[src/rtl/step_seq_pkg.sv]
package step_seq_pkg;
  localparam int POS_W   = 3;
  localparam int N_COILS = 4;

  // coil vector bit order: 0 = A+, 1 = B+, 2 = A-, 3 = B-
  typedef logic [POS_W-1:0]   pos_t;
  typedef logic [N_COILS-1:0] coil_t;

  // a coil is on for three consecutive half-step positions starting at 2*k
  function automatic coil_t coil_map(input pos_t pos);
    coil_t c;
    for (int k = 0; k < N_COILS; k++) begin
      pos_t d;
      d = pos - pos_t'(2 * k);
      c[k] = (d <= pos_t'(2));
    end
    return c;
  endfunction

  function automatic pos_t next_pos(input pos_t pos, input logic half, input logic rev);
    pos_t stride;
    if (half || pos[0]) stride = pos_t'(1);
    else                stride = pos_t'(2);
    return rev ? pos - stride : pos + stride;
  endfunction
endpackage

[src/rtl/step_sync.sv]
module step_sync #(
  parameter int WIDTH  = 4,
  parameter int STAGES = 2
) (
  input  logic             clk,
  input  logic             rst_n,
  input  logic [WIDTH-1:0] d_async,
  output logic [WIDTH-1:0] q_sync
);
  logic [WIDTH-1:0] chain [STAGES];

  always_ff @(posedge clk or negedge rst_n) begin
    if (!rst_n) chain[0] <= '0;
    else        chain[0] <= d_async;
  end

  generate
    for (genvar s = 1; s < STAGES; s++) begin : g_stage
      always_ff @(posedge clk or negedge rst_n) begin
        if (!rst_n) chain[s] <= '0;
        else        chain[s] <= chain[s-1];
      end
    end
  endgenerate

  assign q_sync = chain[STAGES-1];
endmodule

[src/rtl/step_pos_core.sv]
module step_pos_core
  import step_seq_pkg::*;
(
  input  logic clk,
  input  logic rst_n,
  input  logic step_s,
  input  logic half_s,
  input  logic rev_s,
  input  logic en_s,
  output pos_t pos,
  output logic step_evt,
  output logic advance
);
  logic step_prev;

  always_ff @(posedge clk or negedge rst_n) begin
    if (!rst_n) step_prev <= 1'b0;
    else        step_prev <= step_s;
  end

  assign step_evt = step_s & ~step_prev;
  assign advance  = step_evt & en_s;

  always_ff @(posedge clk or negedge rst_n) begin
    if (!rst_n)       pos <= '0;
    else if (advance) pos <= next_pos(pos, half_s, rev_s);
  end

  // position only moves on an enabled step event
  p_hold_no_step_r8: assert property (@(posedge clk) disable iff (!rst_n)
    !advance |=> $stable(pos));
  // a step level held high yields no second event
  p_single_event_r1: assert property (@(posedge clk) disable iff (!rst_n)
    step_evt |=> !step_evt);
  // full-step edge from a two-coil state lands on a two-coil state
  p_full_even_r2: assert property (@(posedge clk) disable iff (!rst_n)
    advance && !half_s && !pos[0] |=> !pos[0]);
  // half-step forward moves one position
  p_half_fwd_r3: assert property (@(posedge clk) disable iff (!rst_n)
    advance && half_s && !rev_s |=> pos == pos_t'($past(pos) + pos_t'(1)));
  // half-step reverse moves one position back
  p_half_rev_r4: assert property (@(posedge clk) disable iff (!rst_n)
    advance && half_s && rev_s |=> pos == pos_t'($past(pos) - pos_t'(1)));
  // full-step from an odd position goes to the adjacent even one
  p_remap_r6: assert property (@(posedge clk) disable iff (!rst_n)
    advance && !half_s && pos[0] |=> !pos[0] &&
      (pos == pos_t'($past(pos) + pos_t'(1)) || pos == pos_t'($past(pos) - pos_t'(1))));
endmodule

[src/rtl/step_coil_out.sv]
module step_coil_out
  import step_seq_pkg::*;
(
  input  logic clk,
  input  logic rst_n,
  input  pos_t pos,
  input  logic en_s,
  output coil_t coils
);
  coil_t raw;

  assign raw   = coil_map(pos);
  assign coils = en_s ? raw : '0;

  // opposite halves of a phase never on together
  p_no_short_r9: assert property (@(posedge clk) disable iff (!rst_n)
    !(coils[0] && coils[2]) && !(coils[1] && coils[3]));
  // one or two coils energised while enabled
  p_coil_count_r9: assert property (@(posedge clk) disable iff (!rst_n)
    en_s |-> ($countones(coils) >= 1 && $countones(coils) <= 2));
  // blanked while enable is low
  p_blank_r8: assert property (@(posedge clk) disable iff (!rst_n)
    !en_s |-> coils == '0);
endmodule

[src/rtl/step_phase_seq.sv]
module step_phase_seq
  import step_seq_pkg::*;
#(
  parameter int SYNC_STAGES = 2
) (
  input  logic clk,
  input  logic rst_n,
  input  logic step_in,
  input  logic half_mode,
  input  logic reverse,
  input  logic enable,
  output logic coil_a_p,
  output logic coil_a_m,
  output logic coil_b_p,
  output logic coil_b_m
);
  localparam int N_SYNC = 4;

  logic [N_SYNC-1:0] raw_in, sync_out;
  logic step_s, half_s, rev_s, en_s;
  logic step_evt, advance;
  pos_t pos;
  coil_t coils;

  assign raw_in = {enable, reverse, half_mode, step_in};

  step_sync #(.WIDTH(N_SYNC), .STAGES(SYNC_STAGES)) u_sync (
    .clk(clk), .rst_n(rst_n), .d_async(raw_in), .q_sync(sync_out)
  );

  assign {en_s, rev_s, half_s, step_s} = sync_out;

  step_pos_core u_core (
    .clk(clk), .rst_n(rst_n), .step_s(step_s), .half_s(half_s),
    .rev_s(rev_s), .en_s(en_s), .pos(pos), .step_evt(step_evt), .advance(advance)
  );

  step_coil_out u_out (
    .clk(clk), .rst_n(rst_n), .pos(pos), .en_s(en_s), .coils(coils)
  );

  assign coil_a_p = coils[0];
  assign coil_b_p = coils[1];
  assign coil_a_m = coils[2];
  assign coil_b_m = coils[3];

  // reset released with an empty history leaves the home pattern
  p_home_r7: assert property (@(posedge clk) disable iff (!rst_n)
    $rose(en_s) && pos == '0 |-> coil_a_p && coil_b_m && !coil_a_m && !coil_b_p);
endmodule

[config.mk]
export PLATFORM = sky130hd
export DESIGN_NAME = step_phase_seq
export DESIGN_NICKNAME = d
export VERILOG_FILES = /design/src/rtl/step_seq_pkg.sv /design/src/rtl/step_sync.sv /design/src/rtl/step_pos_core.sv /design/src/rtl/step_coil_out.sv /design/src/rtl/step_phase_seq.sv
export SDC_FILE = /design/constraint.sdc
export NUM_CORES = 1
export LEC_CHECK = 0
export ABC_CLOCK_PERIOD_IN_PS = 1900
export BUFFER_PORTS_ARGS = -buffer_cell sky130_fd_sc_hd__clkbuf_2
export CORE_AREA = 2 2 39 41
export CTS_CLUSTER_SIZE = 16
export DETAILED_ROUTE_END_ITERATION = 10
export DIE_AREA = 0 0 41 43
export GPL_TIMING_DRIVEN = 0
export PLACE_DENSITY = 0.63
export SLEW_MARGIN = 20
export SYNTH_ARGS = -nofsm -noshare
export SYNTH_HDL_FRONTEND = slang
export SYNTH_SLANG_ARGS = --single-unit
[constraint.sdc]
create_clock -name clk -period 1.9 [get_ports clk]
set_clock_uncertainty 0.2 [all_clocks]
set_input_delay 0.19 -clock clk [delete_from_list [all_inputs] [get_ports clk]]
set_output_delay 0.19 -clock clk [all_outputs]
set_load 0.005 [all_outputs]
Word level (Yosys, flattened, before mapping). Index checks and enable logic that the tools add are counted.

Logic and storage cells: 21. Latch bits: 0. Flip-flop bits (word level): 12. Bits of input ports: 6. RAM bits: 0. Output and inout bits: 4. Memory bits (read-only): 0. Memories kept: 0.

Reductions and logical operators: 1. Multipliers: 0. Div/mod/pow operators: 0. Bitwise logic cells: 3. Add/subtract/negate cells: 5. Shift-type cells: 0. Eq/ne operators: 0. Muxes and demuxes: 4. Magnitude comparators: 4.

Operator list (count): 3-bit by 2-bit <= comparator with 1-bit output, second input constant (4); 3-bit two-way mux (2); 3-bit subtractor, second input constant (2); 4-bit two-way mux (1); 3-bit adder (1); 3-bit by 2-bit subtractor with 3-bit output, second input constant (1); 3-bit subtractor (1); 1-bit AND (2); 2-bit two-way mux (1); 1-bit logical OR (1); 1-bit NOT (1).

Depth between registers and ports, before layout.
Word-level depth: 6. Gate-level depth with buffers: 5. Gate-level depth less buffers: 5.

Modules after synthesis. A second synthesis with hierarchy kept.

Cells, all modules: 44. Area, all modules: 571.8 sq um.

Modules (own cells, without submodules): step_sync (times used 1, sequential area each 200.2 sq um, area an instance 230.2 sq um, cells an instance 12); step_pos_core (times used 1, sequential area each 100.1 sq um, area an instance 214.0 sq um, cells an instance 16); step_coil_out (times used 1, sequential area each 0.0 sq um, area an instance 127.6 sq um, cells an instance 16).

Worst setup path after synthesis. OpenSTA, ideal clock, no wires.

Kind: register to register. Start point: reg u_core.pos[0]. End point: reg u_core.pos[1]. Path slack: 0.285 ns. Period minus slack after synthesis: 1.615 ns. Buffers on the path: 0. Data arrival time: 1.290 ns. Cell stages (with the launch flop): 4. Setup time: 0.125 ns. Data required time: 1.575 ns. Path through: dfrtp_1 nand2b_1 fa_1 mux2_4.

Longest elaborated chain between the ends: 5. Elaborated cells between the ends (all ways): 6. Classes of those cells: add/sub: 2; mux: 3; reduce/logical: 1.

Ends and longest elaborated chain: from (decl) (RTL line step_pos_core.sv:10) `output pos_t pos,`; from (signal assigned) (RTL line step_pos_core.sv:26) `else if (advance) pos <= next_pos(pos, half_s, rev_s);`; 1-bit logical OR (RTL line step_seq_pkg.sv:22) `if (half || pos[0]) stride = pos_t'(1);`; 2-bit two-way mux (RTL line step_seq_pkg.sv:22); 3-bit two-way mux (RTL line step_pos_core.sv:26); 3-bit adder or 3-bit subtractor (tied branches) (RTL line step_seq_pkg.sv:24) `return rev ? pos - stride : pos + stride;`; 3-bit two-way mux * (RTL line step_seq_pkg.sv:24).

Every way passes the cells marked *; elsewhere a longest branch is shown, timed or not. The select of a mux whose other input is x is not followed. A chain may end at the register's enable or synchronous reset.

Worst setup path in the final report.
Start point: reg u_core.pos[1]. End point: out coil_a_m.

Longest elaborated chain between the ends: 3.

Ends and longest elaborated chain: 3-bit subtractor (RTL line step_seq_pkg.sv:14) `d = pos - pos_t'(2 * k);`; 3-bit by 2-bit <= comparator with 1-bit output (RTL line step_seq_pkg.sv:15) `c[k] = (d <= pos_t'(2));`; 4-bit two-way mux (RTL line step_coil_out.sv:13) `assign coils = en_s ? raw : '0;`; to (decl) (RTL line step_phase_seq.sv:13) `output logic coil_a_m,`.

No other way between the ends.

==> run metrics <==
status completed; Highest Signal Layer met3; GRT overflow 0; Synth area leader dfrtp_1; static leakage 0.330 nW; Max VDD drop 0.541 mV; worst hold path type primary input to async pin; Total Nets Final 68; CP startpoint kind flip-flop; CP Capture Type output pin; num ports 10; post-route cell area 666 um^2; worst-skew pair later-pin latency 0.26 ns; vias post-DR 320; I/O Buffers 9; Routability Congestion approximately 0.65; worst r2r src u_core.pos[0]$_DFFE_PN0P_; Worst Path Required around 1.5 ns; met2 routed WL 409 um; Mapped Cells 36; R2R Setup Slk 0.19 ns; sequential area share after synthesis 0.587; EDFF count, synth 0; P&R area growth vs syn 30.1%; Die Height 43 um; Async S/R FF share, synth 1.00; Clock Root Buffer clkbuf_4; DRC viols 0; P per Cell Area 1190 mW/mm^2; critical path arrival 1.43 ns; Post-Syn Nets 47; Worst-path clk slew 0.07 ns; H-tree depth 1; vias in the first global route 322; distinct cell type count after synthesis 16; core area 0.00138 mm^2; placed inst area 577 um^2; Final Hold Fails 0; M1 wire length 310 um; synth top area cells dfrtp_1 (59%), ha_1 (9.8%), fa_1 (3.9%); synth warn 0; WL/cell 10.7 um; critical-path maximum fanout 4; Reg2Reg Depth 5; row cnt 14; CTS max path bufs 2; reg-to-reg endpoint u_core.pos[2]$_DFFE_PN0P_; HPWL after DPL 490 um; CP Class flip-flop to output pin; FMAX 549 MHz; RSZ-0062 raised after global routing no; Post-Syn Area about 500 um^2; setup_tns 0 ns; starting density of the core 0.370; setup violators final 0; layout cells sized above 1 0.345; slowest stage delay, CP 0.42 ns; crit share post-route 0.958; WL met3 36 um; vias per cell between 4 and 5; Slew Limit Headroom 0.802; TritonCTS clock tree done; crit-path cells buf_4 -> ha_1 -> mux2i_1 -> and2_2 -> clkbuf_2; max-slew violation count 0; first-pass GRT wire length 1210 um; initial antenna violation count 0; syn_area_per_cell 14.2 um^2; GRT Util Overall 0.106; Worst Max-Slew Pin Slew 0.297 ns; Synth Register Bits 12; min Tclk post-route 1.82 ns; die area roughly 0.0018 mm^2; # fillers 130; diode count 0; CP max stage cell dfrtp_2; initial DRC count 0; # Max-Cap Violations 0; clock sink total 12; WL final 757 um; Most used DFF post-synth dfrtp_1; Antenna Nets Post-Route 0; largest net degree at the start of global routing 13; top cell type's share of synthesized area 0.587; cts bufs inserted 3; chip width 41 um; Pre-antenna DRT Iters 1
## Yosys cell counts, types with 2 or more instances
master / number
dfrtp_1: 12
ha_1: 4
and2_2: 2
inv_1: 2
mux2i_1: 2
nand2_1: 2
o21a_1: 2
xnor2_1: 2
## critical path: cells and delay by family, from the launching register on
family | cells | cell delay (ns)
adders and majority gates | 1 | 0.20
buffers and inverters | 2 | 0.25
DFF | 1 | 0.42
muxes | 1 | 0.11
and+or+nand+nor | 1 | 0.19
## where the power goes
part	internal (mW)	switching [mW]
clock	0.0731	0.0739
combinational	0.185	0.131
sequential	0.293	0.0355
total	0.551	0.240
## stage by stage
step / setup WS (ns) / power, mW / util / std cells / hold WS (ns)
after CTS: 0.00187 / 0.772 / 0.470 / 69 / 0.129
after global routing: 0.00402 / 0.858 / 0.481 / 71 / 0.155
after detailed placement: 0.179 / 0.610 / 0.417 / 61 / -0.115
final: 0.0791 / 0.791 / 0.481 / 71 / 0.142
after floorplan: 0.285 / 0.527 / - / 36 / -0.306
after global placement: 0.197 / 0.597 / 0.417 / 61 / -0.116
## worst max path at each step
stage	from	endpoint	slack (ns)	cells past startpoint
CTS	u_core.pos[1]$_DFFE_PN0P_	coil_b_m	0.002	5
global route	u_core.pos[1]$_DFFE_PN0P_	coil_a_m	0.004	5
detailed placement	u_core.pos[0]$_DFFE_PN0P_	u_core.pos[2]$_DFFE_PN0P_	0.18	5
floorplan	u_core.pos[0]$_DFFE_PN0P_	u_core.pos[1]$_DFFE_PN0P_	0.28	3
global placement	u_core.pos[0]$_DFFE_PN0P_	u_core.pos[2]$_DFFE_PN0P_	0.20	5
finish	u_core.pos[1]$_DFFE_PN0P_	coil_a_m	0.08	5
## logic make-up after synthesis
kind of cell,Yosys count,share of synthesized area
xor+xnor,2,0.0342
simple gates,8,0.100
fa+ha+maj,5,0.137
buf+inv,2,0.0147
compound gates,4,0.0587
mux,3,0.0685
flops,12,0.587
## area by class of cell
class | count | area [um^2] | area share
repair buffers | 16 | 110 | 0.165
multi-input cells | 22 | 204 | 0.306
inverters | 2 | 7.51 | 0.0113
clock buffers | 3 | 22.5 | 0.0338
flip-flops and latches | 12 | 302 | 0.453
well taps | 16 | 20.0 | 0.0301
## state kept, by name, indices dropped and copies added, names as in the netlist
signal / count
u_core.pos: 3
u_core.step_prev: 1
u_sync.chain: 4
u_sync.q_sync: 4
## placed cells by master, fill, tap and decap left out
master,instances
dfrtp_1,11
clkbuf_2,9
dlygate4sd3_1,5
ha_1,4
clkbuf_4,3
mux2i_1,2
and2_2,2
inv_1,2
o21a_1,2
xnor2_1,2
nand2_1,2
buf_4,2
nor3b_1,1
nand3b_2,1
nor2_1,1
mux2_4,1
nand2b_1,1
o21ai_0,1
o211a_1,1
fa_1,1
dfrtp_2,1
## layer usage
metal  vias to the layer above  track usage
met5                         -            0
met4                         0       0.0800
met3                         0       0.0157
met2                        10        0.172
met1                       150        0.115
li1                        160            -
## what timing repair did
item | 4_1_cts | 5_1_grt
setup buffers | 0 | 2
hold buffers | 5 | 0
hold endpoints to repair | 16 | 0
resized for setup | 1 | 0
setup endpoints to repair | 2 | 2
cloned | 0 | 0
(Power assumes the default switching activity.)
